$ cat src/rtl/clkseq_pkg.sv
package clkseq_pkg;
  localparam int BYP_BIT   = 11;
  localparam int PDN_BIT   = 13;
  localparam int DIV_LSB   = 22;
  localparam int DIV_W     = 7;
  localparam int XTAL_LSB  = 17;
  localparam int XTAL_W    = 5;
  localparam int OSC_LSB   = 4;
  localparam int OSC_W     = 3;
  localparam int LOCK_BIT  = 6;
  localparam int ERR_BIT   = 0;
  localparam logic [31:0] CTRL_MASK = 32'h1FFE_2870;
  localparam logic [31:0] CTRL_RST  = 32'h002A_2800;
  localparam logic [XTAL_W-1:0] XTAL_LO_OK = 5'h04;
  localparam logic [XTAL_W-1:0] XTAL_HI_OK = 5'h1A;

  typedef struct packed {
    logic             reqPll;
    logic [DIV_W-1:0] div;
  } seqStrobe_t;
endpackage

$ cat src/rtl/clkseq_ctrl.sv
module clkseq_ctrl
  import clkseq_pkg::*;
#(
  parameter int LOCK_DELAY = 12
) (
  input  logic        clk,
  input  logic        rstN,
  input  logic        wrEn,
  input  logic [31:0] wrData,
  output logic [31:0] ctrlQ,
  output logic        lockQ,
  output logic        cfgErr,
  output logic        mainOsc,
  output seqStrobe_t  strb
);
  localparam int CNTW = $clog2(LOCK_DELAY) + 1;
  localparam logic [CNTW-1:0] CNT_LAST = CNTW'(LOCK_DELAY - 1);

  logic [CNTW-1:0]   lockCnt;
  logic              pdnQ, pdnNext, runGranted;
  logic [XTAL_W-1:0] xtalCode;

  assign pdnQ       = ctrlQ[PDN_BIT];
  assign pdnNext    = wrEn ? wrData[PDN_BIT] : pdnQ;
  assign runGranted = !wrData[BYP_BIT] && lockQ && !wrData[PDN_BIT];

  always_ff @(posedge clk) begin
    if (!rstN) begin
      ctrlQ <= CTRL_RST;
    end else if (wrEn) begin
      ctrlQ          <= wrData & CTRL_MASK;
      ctrlQ[BYP_BIT] <= !runGranted;
    end
  end

  always_ff @(posedge clk) begin
    if (!rstN) begin
      lockQ   <= 1'b0;
      lockCnt <= '0;
    end else if (pdnNext || pdnQ) begin
      lockQ   <= 1'b0;
      lockCnt <= '0;
    end else if (!lockQ) begin
      if (lockCnt == CNT_LAST) lockQ <= 1'b1;
      else                     lockCnt <= lockCnt + 1'b1;
    end
  end

  assign xtalCode    = ctrlQ[XTAL_LSB +: XTAL_W];
  assign cfgErr      = (xtalCode < XTAL_LO_OK) || (xtalCode > XTAL_HI_OK);
  assign mainOsc     = (ctrlQ[OSC_LSB +: OSC_W] == '0);
  assign strb.reqPll = !ctrlQ[BYP_BIT];
  assign strb.div    = ctrlQ[DIV_LSB +: DIV_W];

  assert_bypass_needs_lock_R5: assert property (@(posedge clk) disable iff (!rstN)
    $fell(ctrlQ[BYP_BIT]) |-> $past(lockQ));
  assert_pdn_kills_lock_R4: assert property (@(posedge clk) disable iff (!rstN)
    pdnQ |-> !lockQ);
  assert_lock_after_run_R3: assert property (@(posedge clk) disable iff (!rstN)
    $rose(lockQ) |-> (!pdnQ && $past(!pdnQ)));
endmodule

$ cat src/rtl/clkseq_datapath.sv
module clkseq_datapath
  import clkseq_pkg::*;
(
  input  logic       clk,
  input  logic       rstN,
  input  seqStrobe_t strb,
  output logic       clkEn,
  output logic       pllSel
);
  logic             selQ;
  logic [DIV_W-1:0] divCnt, divLat;
  logic             boundary;

  assign boundary = selQ && (divCnt == divLat);

  always_ff @(posedge clk) begin
    if (!rstN) begin
      selQ   <= 1'b0;
      divLat <= '0;
      divCnt <= '0;
    end else if (!selQ || boundary) begin
      selQ   <= strb.reqPll;
      divLat <= strb.div;
      divCnt <= '0;
    end else begin
      divCnt <= divCnt + 1'b1;
    end
  end

  assign clkEn  = !selQ || boundary;
  assign pllSel = selQ;

  assert_switch_on_boundary_R8: assert property (@(posedge clk) disable iff (!rstN)
    (selQ != $past(selQ)) |-> ($past(!selQ) || $past(divCnt == divLat)));
  assert_count_in_range_R7: assert property (@(posedge clk) disable iff (!rstN)
    selQ |-> (divCnt <= divLat));
endmodule

$ cat src/rtl/clkseq_top.sv
module clkseq_top
  import clkseq_pkg::*;
#(
  parameter int LOCK_DELAY = 12
) (
  input  logic        clk,
  input  logic        rstN,
  input  logic        wrEn,
  input  logic [31:0] wrData,
  output logic [31:0] ctrlRd,
  output logic [31:0] statusRd,
  output logic        clkEn,
  output logic        pllSel,
  output logic        mainOsc
);
  seqStrobe_t strb;
  logic       lockQ, cfgErr;

  clkseq_ctrl #(.LOCK_DELAY(LOCK_DELAY)) u_ctrl (
    .clk(clk), .rstN(rstN), .wrEn(wrEn), .wrData(wrData),
    .ctrlQ(ctrlRd), .lockQ(lockQ), .cfgErr(cfgErr), .mainOsc(mainOsc),
    .strb(strb)
  );

  clkseq_datapath u_dp (
    .clk(clk), .rstN(rstN), .strb(strb), .clkEn(clkEn), .pllSel(pllSel)
  );

  always_comb begin
    statusRd           = '0;
    statusRd[LOCK_BIT] = lockQ;
    statusRd[ERR_BIT]  = cfgErr;
  end
endmodule

$ cat config.mk
export PLATFORM = sky130hd
export DESIGN_NAME = clkseq_top
export DESIGN_NICKNAME = d
export VERILOG_FILES = /design/src/rtl/clkseq_pkg.sv /design/src/rtl/clkseq_ctrl.sv /design/src/rtl/clkseq_datapath.sv /design/src/rtl/clkseq_top.sv
export SDC_FILE = /design/constraint.sdc
export NUM_CORES = 1
export LEC_CHECK = 0
export ABC_CLOCK_PERIOD_IN_PS = 2300
export BUFFER_PORTS_ARGS = -buffer_cell sky130_fd_sc_hd__buf_4
export CAP_MARGIN = 15
export CORE_ASPECT_RATIO = 1.4
export CORE_MARGIN = 2
export CORE_UTILIZATION = 31
export CTS_CLUSTER_SIZE = 12
export DETAILED_ROUTE_END_ITERATION = 7
export PLACE_DENSITY = 0.61
export SYNTH_ARGS = -nofsm -noshare
export SYNTH_HDL_FRONTEND = slang
export SYNTH_HIERARCHICAL = 1
export SYNTH_SLANG_ARGS = --single-unit
$ cat constraint.sdc
create_clock -name clk -period 2.3 [get_ports clk]
set_input_delay 0.46 -clock clk [delete_from_list [all_inputs] [get_ports clk]]
set_output_delay 0.46 -clock clk [all_outputs]
set_load 0.01 [all_outputs]
---- Word level (Yosys, flattened, before mapping) ----
Index checks and enable logic that the tools add are counted.
storage, ports and cells
  flip-flop bits (word level) ............. 38
  output and inout bits ................... 67
  bits of input ports ..................... 35
cells by class
  equal/unequal tests ..................... 2
  reductions and logical operators ........ 15
  muxes and demuxes ....................... 3
  add/sub/neg operators ................... 2
  magnitude comparators ................... 2
  bitwise gates (word level) .............. 3
operators with widths
  operator             number
  $add 7x1->7 const B  1
  $eq 7x7->1           1
  $add 5x1->5 const B  1
  $eq 5x4->1 const B   1
  $gt 5x5->1 const B   1
  $logic_not 1->1      5
  $lt 5x3->1 const B   1
  $reduce_or 2->1      2
  $logic_and 1x1->1    3
  $logic_not 3->1      1
  $logic_or 1x1->1     3
  $mux 1               3
  $not 1->1            3
  $reduce_and 2->1     1

---- Logic depth before layout (Yosys ltp) ----
  depth in word-level cells ............... 4
  gate-level depth with buffers ........... 5
  depth with buffers taken out ............ 4

---- Modules after synthesis ----
Netlist, hierarchy kept.
modules (own cells, without submodules)
  module           cells an instance  seq. area each (um^2)  instances  area each (um^2)
  clkseq_ctrl      114                460.4                  1          1126.1
  clkseq_datapath  57                 300.3                  1          651.9
  clkseq_top       33                 0.0                    1          244.0

---- Least setup slack after synthesis ----
No wires, ideal clock.
  path kind ............................... reg2out
  from .................................... register u_dp.divCnt[0]
  to ...................................... output port clkEn
  slack ................................... 0.785 ns
  stages on the path, launching flop included .. 5
  arrival ................................. 1.055 ns
  required time ........................... 1.840 ns
  path buffers ............................ 0
  cells stage by stage .................... dfxtp_1 > xor2_1 > nor4_4 > nand3_1 > nand2_1
on the way
  word-level cells in the longest chain between the ends .. 3
ends and longest elaborated chain
  element                 line                   text
  start, declared         clkseq_datapath.sv:11  logic [DIV_W-1:0] divCnt, divLat;
  start signal, assigned  clkseq_datapath.sv:26  divCnt <= divCnt + 1'b1;
  $eq 7x7->1              clkseq_datapath.sv:14  assign boundary = selQ && (divCnt == divLat);
  $logic_and 1x1->1       clkseq_datapath.sv:14
  $logic_or 1x1->1        clkseq_datapath.sv:30  assign clkEn = !selQ || boundary;
  end, declared           clkseq_top.sv:12       output logic clkEn,
No other way between the ends.

---- Worst setup path after layout ----
Same ends and word-level chain as after synthesis.

==> out/qor.yml <==
die-area_mm2: 0.00719
fin_nets: 274
synthMuxAreaShare_pct: 7.43
outcome: "finished clean"
endpoint_kind: "output port"
fin_crit_ps: 2010
synthTopCellsByArea: "dfxtp_1, buf_4, mux2i_1"
overflow: 0
hold_start: "wrData[17]"
critPathLaunchType: "register"
period_share_pct: 87.3
clk_pin_slew_ps: 70
pwr-share-comb_pct: 13.2
grt_pass1_wl_um: 5440
p_seq_share_pct: 51.9
nFillCells: 641
clock_skew_ps: 2.19
h-tree-depth: 2
post_cts_resized: 0
finalSetupViolCount: 0
internal-power_mw: 1.01
routed_wl_um: 3370
die_h_um: 99.6
avgSynthCellArea_um2: 9.91
clkPwrFrac_pct: 34.8
gr-usage-all-layers_pct: 9.70
diodes: 0
drive_gt1_share_pct: 25.6
clock_tree.root_cell: "clkbuf_8"
seqCellArea_um2: 761
yosys_register_bits: 38
clkSinkCount: 38
vias: 1312
arrival_ps: 1550
syn-instance-count: 204
max_cap_violations: 0
wl_per_cell_um: 10.9
r2r_cells: 4
dr.first_iter.drc_count: 28
power_switching_share_pct: 25.5
synth_area_leader_cell: "dfxtp_1"
path_class: "register to output port"
via_per_inst: 4.23
grt_pass1_vias: 1204
synthArstFlopShare_pct: 0
yosys.area_share.simple_pct: 17.0
io_pins: 102
required_ps: 1840
r2r_slack_ps: 710
stdcell_area_mm2: 0.00223
yosysMostFrequentCell: "buf_4"
multi_input_area_um2: 972
core_area_mm2: 0.00625
clock_path_buffers: 2
synth_top_area_share_pct: 37.6
cts_setup_buffers: 0
ys_seq_area_share_pct: 37.6
cts_buffers: 5
ant_nets: 0
die_w_um: 72.3
gp_routability_congestion: 0.694
synth-compound-area-share_pct: 8.48
worstHoldPathCells: 3
cts_hold_buffers: 0
tns_ps: 0
area_growth_pct: 10.3
r2r_start: "u_dp/divCnt[0]$_SDFF_PP0_"
synthAdderAreaFrac_pct: 1.24
start_util_pct: 32.3
cts_tree: "yes"
clk_latency_ps: 290
placed_cell_area_mm2: 0.00214
ys_warn_count: 6
drv_slew: 0
grt_antenna_before_repair: 0
synth_edf_count: 0
synth_xor_area_share_pct: 5.63
cp_max_fo: 5
holdPathEnd: "u_ctrl/ctrlQ[17]$_SDFFE_PN1P_"
syn_area_mm2: 0.00202
worst_r2r_endpoint: "u_dp/divLat[6]$_SDFFE_PN0P_"
synth_cell_type_count: 36
rsz0062_at_grt: "no"
grt_max_degree: 23
crit_start: "u_dp/divCnt[0]$_SDFF_PP0_"
clock.fmax_mhz: 498
route.detailed.drc: 0
rows: 34
p_sw_mw: 0.344
hp-class: "input port to register"
hpwl_um: 2560
synth_commonest_cells: "buf_4, dfxtp_1, mux2i_1, nor2b_1, nand2_1"
synth_top_family_by_area: "buffers and inverters"
io_buffers: 41
peakVddDrop_mv: 0.343
drt-pass1-iter-count: 4
power_leakage_nw: 1.06
synth_ff_type: "dfxtp_1"
finalHoldViolations: 0
powerDensity_mw_per_mm2: 606
==> through the flow <==
stage / total power [mW] / setup WS (ps) / utilization (%) / std cells / hold slack, ps
3_5_place_dp: 0.898 / 583 / 34.2 / 302 / 482
4_1_cts: 1.37 / 259 / 35.7 / 310 / 371
6_report: 1.35 / 291 / 35.7 / 310 / 384
3_3_place_gp: 0.895 / 586 / 34.2 / 302 / 480
2_1_floorplan: 0.894 / 785 / - / 247 / 458
5_1_grt: 1.42 / 171 / 35.7 / 310 / 386
==> cell type report <==
class / count / share of cell area [%]
multi-input cells: 149 / 43.6
flip-flops and latches: 38 / 34.1
repair buffers: 41 / 13.8
well taps: 72 / 4.04
clock buffers: 7 / 3.87
inverters: 2 / 0.337
clock inverters: 1 / 0.224
==> flip-flops by register name (all words and copies together), names as in the netlist <==
name,count
u_dp/pllSel,1
u_ctrl/ctrlQ,17
u_ctrl/lockCnt,5
u_dp/divLat,7
u_dp/divCnt,7
u_ctrl/lockQ,1
==> worst max path at each step <==
| stage | endpoint | cells after the start |
|---|---|---|
| after CTS | clkEn | 5 |
| after global routing | clkEn | 5 |
| final | clkEn | 5 |
| after detailed placement | clkEn | 5 |
| after global placement | clkEn | 5 |
| after floorplan | clkEn | 4 |
==> layout by cell type, fill, tap and decap left out, drive strengths merged, types with 2 or more instances in the layout <==
cell	instances
dfxtp	38
nand2	9
mux2i	15
xor2	8
nor4bb	2
and2	6
xnor2	5
a21oi	5
clkbuf	7
a22o	7
ha	2
nor2b	14
inv	2
nand3	6
nand2b	2
conb	45
or3	3
o21ai	5
nor2	5
buf	41
==> critical path, stage by stage (launching register included) <==
cell     delay, ps
dfxtp_1        410
xor2_1         120
nor4_4         380
nand3_1        140
nand2_1         90
buf_4          120
==> cells by family after synthesis <==
family | after synthesis
buffers and inverters | 60
and+or+nand+nor | 53
DFF | 38
AOI/OAI and AO/OA | 21
muxes | 15
xor gates and xnor gates | 13
adders and majority gates | 2
other | 2
==> metal layers <==
layer  track usage, %  up-vias  part of all wire, %  wire, um
met2             16.8       53                   52      1770
met4             5.37        0                  2.1        71
met1             10.3      603                   39      1310
met3             2.84        6                  6.7       224
met5                0        -                    0         0
li1                 -      650                    -         -
==> power by group through the flow <==
| stage | combinational (mW) | sequential [mW] | clock [mW] |
|---|---|---|---|
| 2_1_floorplan | 0.174 | 0.721 | 0 |
| 3_5_place_dp | 0.180 | 0.717 | 0 |
| 4_1_cts | 0.180 | 0.702 | 0.492 |
| 6_report | 0.179 | 0.701 | 0.470 |
| 3_3_place_gp | 0.178 | 0.717 | 0 |
| 5_1_grt | 0.197 | 0.705 | 0.519 |
(Power assumes the default switching activity.)
